## config.mk

```make
export PLATFORM = sky130hd
export DESIGN_NAME = bcd_rtc
export DESIGN_NICKNAME = d
export VERILOG_FILES = /design/src/rtl/bcd_rtc.sv
export SDC_FILE = /design/constraint.sdc
export NUM_CORES = 1
export LEC_CHECK = 0
export CORE_ASPECT_RATIO = 1.5
export CORE_MARGIN = 2
export CORE_UTILIZATION = 52
export DETAILED_ROUTE_END_ITERATION = 8
export PLACE_DENSITY = 0.69
export SLEW_MARGIN = 20
export SYNTH_ARGS = -nofsm -noshare
export SYNTH_HDL_FRONTEND = slang
export SYNTH_SLANG_ARGS = --single-unit
```

## constraint.sdc

```tcl
create_clock -name clk -period 6.1 [get_ports clk]
set_input_delay 1.22 -clock clk [delete_from_list [all_inputs] [get_ports clk]]
set_output_delay 1.22 -clock clk [all_outputs]
set_load 0.05 [all_outputs]
```

## src/rtl/bcd_rtc.sv

```systemverilog
module bcd_rtc (
  input  logic       clk,
  input  logic       rst_n,
  input  logic       tick,
  input  logic       cs,
  input  logic       we,
  input  logic [3:0] addr,
  input  logic [3:0] wdata,
  output logic [3:0] rdata,
  output logic       irq
);
  logic [3:0] ctl, tenths, sec_u, sec_t, min_u, min_t, hr_u, hr_t;
  logic [3:0] day_u, day_t, mon_u, mon_t, yr_u, yr_t, wday, setreg, intreg;
  logic       dchg, iflag;
  logic [9:0] icnt, period;
  logic [4:0] mon_b;
  logic [5:0] day_b, dim;

  wire wr   = cs & we;
  wire rd0  = cs & ~we & (addr == 4'd0);
  wire adv  = tick & ~ctl[2];
  wire c_ten = adv & (ctl[3] | (tenths == 4'd9));
  wire c_sec = c_ten & (sec_t == 4'd5) & (sec_u == 4'd9);
  wire c_min = c_sec & (min_t == 4'd5) & (min_u == 4'd9);
  wire h24_end = (hr_t == 4'd2) & (hr_u == 4'd3);
  wire h12_end = hr_t[3] & hr_t[0] & (hr_u == 4'd1);
  wire c_hr  = c_min & (setreg[0] ? h24_end : h12_end);
  wire last_day = (day_b == dim);
  wire c_day = c_hr & last_day;
  wire c_mon = c_day & (mon_b == 5'd12);

  assign mon_b = (mon_t[0] ? 5'd10 : 5'd0) + 5'(mon_u);
  assign day_b = 6'(day_t[1:0]) * 6'd10 + 6'(day_u);
  assign irq   = iflag & ~ctl[0];

  always_comb begin
    case (mon_b)
      5'd2:                       dim = (setreg[3:2] == 2'd0) ? 6'd29 : 6'd28;
      5'd4, 5'd6, 5'd9, 5'd11:    dim = 6'd30;
      default:                    dim = 6'd31;
    endcase
    case (intreg[2:0])
      3'd1: period = 10'd1;
      3'd2: period = 10'd5;
      3'd3: period = 10'd10;
      3'd4: period = 10'd50;
      3'd5: period = 10'd100;
      3'd6: period = 10'd300;
      3'd7: period = 10'd600;
      default: period = 10'd0;
    endcase
    case (addr)
      4'd0:  rdata = {dchg, 2'b00, iflag};
      4'd1:  rdata = tenths;
      4'd2:  rdata = sec_u;
      4'd3:  rdata = sec_t;
      4'd4:  rdata = min_u;
      4'd5:  rdata = min_t;
      4'd6:  rdata = hr_u;
      4'd7:  rdata = hr_t;
      4'd8:  rdata = day_u;
      4'd9:  rdata = day_t;
      4'd10: rdata = mon_u;
      4'd11: rdata = mon_t;
      4'd12: rdata = yr_u;
      4'd13: rdata = yr_t;
      4'd14: rdata = wday;
      default: rdata = ctl[1] ? intreg : setreg;
    endcase
  end

  always_ff @(posedge clk) begin
    if (!rst_n) begin
      ctl <= '0; tenths <= '0; sec_u <= '0; sec_t <= '0; min_u <= '0; min_t <= '0;
      hr_u <= '0; hr_t <= '0; day_u <= 4'd1; day_t <= '0; mon_u <= 4'd1; mon_t <= '0;
      yr_u <= '0; yr_t <= '0; wday <= 4'd1; setreg <= 4'd1; intreg <= '0;
      dchg <= 1'b0; iflag <= 1'b0; icnt <= '0;
    end else begin
      if (adv) tenths <= (ctl[3] || tenths == 4'd9) ? 4'd0 : tenths + 4'd1;
      else if (ctl[2]) tenths <= 4'd0;

      if (c_ten) begin
        if (sec_u == 4'd9) begin sec_u <= 4'd0; sec_t <= (sec_t == 4'd5) ? 4'd0 : sec_t + 4'd1; end
        else sec_u <= sec_u + 4'd1;
      end
      if (c_sec) begin
        if (min_u == 4'd9) begin min_u <= 4'd0; min_t <= (min_t == 4'd5) ? 4'd0 : min_t + 4'd1; end
        else min_u <= min_u + 4'd1;
      end
      if (c_min) begin
        if (setreg[0]) begin
          if (h24_end) begin hr_u <= 4'd0; hr_t <= 4'd0; end
          else if (hr_u == 4'd9) begin hr_u <= 4'd0; hr_t <= hr_t + 4'd1; end
          else hr_u <= hr_u + 4'd1;
        end else begin
          if (hr_t[0] && hr_u == 4'd2) begin hr_u <= 4'd1; hr_t <= {hr_t[3], 3'd0}; end
          else if (hr_t[0] && hr_u == 4'd1) begin hr_u <= 4'd2; hr_t <= {~hr_t[3], 3'd1}; end
          else if (hr_u == 4'd9) begin hr_u <= 4'd0; hr_t <= {hr_t[3], 3'd1}; end
          else hr_u <= hr_u + 4'd1;
        end
      end
      if (c_hr) begin
        wday <= (wday == 4'd7) ? 4'd1 : wday + 4'd1;
        if (last_day) begin day_u <= 4'd1; day_t <= 4'd0; end
        else if (day_u == 4'd9) begin day_u <= 4'd0; day_t <= day_t + 4'd1; end
        else day_u <= day_u + 4'd1;
      end
      if (c_day) begin
        if (mon_b == 5'd12) begin mon_u <= 4'd1; mon_t <= 4'd0; end
        else if (mon_u == 4'd9) begin mon_u <= 4'd0; mon_t <= 4'd1; end
        else mon_u <= mon_u + 4'd1;
      end
      if (c_mon) begin
        setreg[3:2] <= setreg[3:2] + 2'd1;
        if (yr_u == 4'd9) begin yr_u <= 4'd0; yr_t <= (yr_t == 4'd9) ? 4'd0 : yr_t + 4'd1; end
        else yr_u <= yr_u + 4'd1;
      end

      if (rd0) begin dchg <= 1'b0; iflag <= 1'b0; end
      if (adv) dchg <= 1'b1;

      if (wr && addr == 4'hF && ctl[1]) icnt <= '0;
      else if (tick && period != 10'd0) begin
        if (icnt == period - 10'd1) begin icnt <= '0; iflag <= 1'b1; end
        else icnt <= icnt + 10'd1;
      end

      if (wr) begin
        case (addr)
          4'd0:  ctl <= wdata;
          4'd15: if (ctl[1]) intreg <= wdata; else setreg <= wdata;
          default: if (ctl[2]) begin
            case (addr)
              4'd2:  sec_u <= wdata;
              4'd3:  sec_t <= wdata;
              4'd4:  min_u <= wdata;
              4'd5:  min_t <= wdata;
              4'd6:  hr_u  <= wdata;
              4'd7:  hr_t  <= wdata;
              4'd8:  day_u <= wdata;
              4'd9:  day_t <= wdata;
              4'd10: mon_u <= wdata;
              4'd11: mon_t <= wdata;
              4'd12: yr_u  <= wdata;
              4'd13: yr_t  <= wdata;
              4'd14: wday  <= wdata;
              default: ;
            endcase
          end
        endcase
      end
    end
  end
endmodule


```

==> impl_metrics.env <==
export IMPL_viasPerCell=6.50
export IMPL_p_comb_share_pct=7.9
export IMPL_clock_latency_ns=0.34
export IMPL_cts_buffer_depth=2
export IMPL_tritoncts="built"
export IMPL_fin_crit_sh_pct=85.4
export IMPL_skew_ns=0.00624
export IMPL_rsz0062_at_grt="false"
export IMPL_die_w_um=92.7
export IMPL_slew_headroom_pct=38.0
export IMPL_instances_no_fill=929
export IMPL_fin_crit_ns=5.21
export IMPL_drt_iter0_drc=437
export IMPL_ant_nets=0
export IMPL_antenna_cells=0
export IMPL_numCtsBuffers=9
export IMPL_hold_class="register to register"
export IMPL_antenna_found_initial=0
export IMPL_p_total_uw=1170
export IMPL_cap_viol_max_count=0
export IMPL_crit_top_cell="clkdlybuf4s50_1"
export IMPL_p_int_uw=889
export IMPL_path_clk_slew_ns=0.06
export IMPL_drive_gt1_share_pct=7.45
export IMPL_vdd_drop_max_v=0.000163
export IMPL_overflow=0
export IMPL_startpoint_type="input port"
export IMPL_worstSetupEndpoint="rdata[0]"
export IMPL_path_cells="clkdlybuf4s50_1, nor2b_1, nand3_1, o21ai_0, a221oi_1, a21oi_1, clkdlybuf4s50_1"
export IMPL_critPathMaxFanout=10
export IMPL_synth_seq_area_share_pct=26.1
export IMPL_synthFlopType="dfxtp_1"
export IMPL_top_register="icnt"
export IMPL_final_area_sq_um=6630
export IMPL_synth_warnings=0
export IMPL_rows=48
export IMPL_largest_reg_flops=10
export IMPL_p_per_area_nw_per_um2=177
export IMPL_cts_hold_buffers=0
export IMPL_core_sq_um=11500
export IMPL_syn_inst=788
export IMPL_path_class="input port to output pin"
export IMPL_grt_max_degree=45
export IMPL_fillers=1091
export IMPL_routed_wl_um=19200
export IMPL_fmax_mhz=192
export IMPL_drc=0
export IMPL_cts_htree_levels=3
export IMPL_grt_pass1_wl_um=30100
export IMPL_crit_family="buffers and inverters"
export IMPL_dieArea_sq_um=12700
export IMPL_switchingPower_uw=285
export IMPL_start_util_pct=53.2
export IMPL_wl_per_cell_um=20.6
export IMPL_clockRootBuffer="clkbuf_16"
export IMPL_setup_viol_count_final=0
export IMPL_most_common_layout_cells="dfxtp_1 (80), nor2_1 (68), nand2_1 (63), o21ai_0 (61), nand3_1 (52)"
export IMPL_layout_commonest_cell="dfxtp_1"
export IMPL_io_buffers=17
export IMPL_ctsResizeCount=0
export IMPL_tns_ns=0
export IMPL_avgSynthCellArea_sq_um=7.79
export IMPL_place_gp_congestion=0.957
export IMPL_netlist_area_sq_um=6140
export IMPL_r2r_setup_slack_ns=2.60
export IMPL_ios=18
export IMPL_cp_depth=7
export IMPL_tightest_slew_ns=0.918
export IMPL_max_stage_delay_ns=0.84
export IMPL_dr_pass1_iters=5
export IMPL_p_leak_uw=0.00218
export IMPL_critPathRequiredTime_ns=4.88
export IMPL_ys_ff_latch=80
export IMPL_clock_sinks=80
export IMPL_worstSetupStartpoint="addr[1]"
export IMPL_p_seq_share_pct=45.1
export IMPL_status="completed"
export IMPL_num_vias=6038
export IMPL_crit_arrival_ns=3.99
export IMPL_postCtsSetupBuffers=0
export IMPL_placed_area_sq_um=6320
export IMPL_netlist_top_cells_area="dfxtp_1 (26%), o21ai_0 (5.0%), nand3_1 (4.2%), nor2_1 (4.2%), ha_1 (4.1%)"
export IMPL_hold_viol=0
export IMPL_yosysTopAreaCellShare_pct=26.1
export IMPL_yosysTopAreaCell="dfxtp_1"
export IMPL_ys_types=89
export IMPL_async_flop_share_pct=0
export IMPL_cp_slowest_cell="clkdlybuf4s50_1"
export IMPL_syn_to_final_growth_pct=7.99
export IMPL_crit_buf_inv=2
export IMPL_slew_viol_final=0
export IMPL_place_inst=915
export IMPL_switching_share_pct=24.3
export IMPL_regArea_sq_um=1600
export IMPL_synth_edf_count=0
export IMPL_die_y_um=137
export IMPL_grt_usage_pct=30.4
export IMPL_rr_endpoint="icnt[9]"
export IMPL_r2r_start="intreg[0]"
export IMPL_final_nets=810
export IMPL_multi_input_area_sq_um=4220
export IMPL_rr_worst_depth=9
export IMPL_worstSetupEndpointType="output pin"
export IMPL_power_clock_fraction_pct=47.0
export IMPL_dp_hpwl_um=13900
export IMPL_syn_nets=822
export IMPL_grt_pass1_vias=5742
cell families after synthesis:
kind of cell | count (synthesis) | synth area share [%]
simple gates | 328 | 28.9
compound gates | 220 | 24.6
flops | 80 | 26.1
buf+inv | 72 | 5.36
xor+xnor | 36 | 5.26
mux | 31 | 5.42
fa+ha+maj | 21 | 4.40
power by group through the flow:
stage | Clock (uW) | Combinational, uW | Sequential (uW)
after global placement | 0 | 89.2 | 541
after global routing | 576 | 98.8 | 530
final | 552 | 92.8 | 530
after CTS | 561 | 91.2 | 529
after floorplan | 0 | 58.0 | 539
after detailed placement | 0 | 90.8 | 541
through the flow:
stage / hold slack (ns) / setup slack, ns / util (%)
detailed placement: 0.443 / 0.963 / 54.8
CTS: 0.451 / 0.952 / 57.4
floorplan: 0.432 / 1.41 / -
finish: 0.449 / 0.889 / 57.5
global route: 0.465 / 0.823 / 57.5
global placement: 0.440 / 1.02 / 54.8
how the worst min path moves through the flow:
stage / slack [ns] / endpoint / start / cells after the start
floorplan: 0.43 / setreg[1] / setreg[1] / 2
global placement: 0.44 / setreg[1] / setreg[1] / 2
detailed placement: 0.44 / setreg[1] / setreg[1] / 2
CTS: 0.45 / setreg[1] / setreg[1] / 2
global route: 0.46 / setreg[1] / setreg[1] / 2
finish: 0.45 / setreg[1] / setreg[1] / 2
final cells by class:
type,count,share of cell area [%]
well taps,150,2.83
multi-input cells,636,63.7
repair buffers,26,3.59
clock inverters,3,0.642
flip-flops and latches,80,24.2
inverters,23,1.30
clock buffers,11,3.81
synthesized netlist by cell type, types with 5 or more instances:
master	count
xor2_1	15
nand3b_1	6
a211oi_1	16
o21ai_0	61
o31ai_1	5
a21o_1	7
clkbuf_1	32
or3_1	9
nor3b_1	8
nor2b_1	24
o211ai_1	5
buf_2	8
and2_1	7
nand3_1	52
a31oi_1	8
nand2b_1	8
a21oi_1	47
nor3_1	28
o32ai_1	5
ha_1	20
nand2_1	63
inv_1	23
dfxtp_1	80
mux2i_1	22
o22ai_1	10
a221oi_1	9
nor2_1	68
nand4b_1	6
a22oi_1	5
xnor2_1	20
mux2_2	8
and3_1	7
nand4_1	9
worst register-to-register path, delay by kind of cell, from the launching register on:
family,cells,cell delay (ns)
simple gates,3,0.73
xor+xnor,1,0.24
flops,1,0.74
fa+ha+maj,1,0.33
compound gates,4,1.31
per-layer routing:
metal  routed length [um]  GRT usage, %  vias up
met2                 9650          53.6      198
met4                 1190          19.0        0
met3                  904          4.68       72
met5                    0             0        -
met1                 7410          34.0     2879
li1                     -             -     2889
Note: power is estimated with default switching activity, not from simulation.
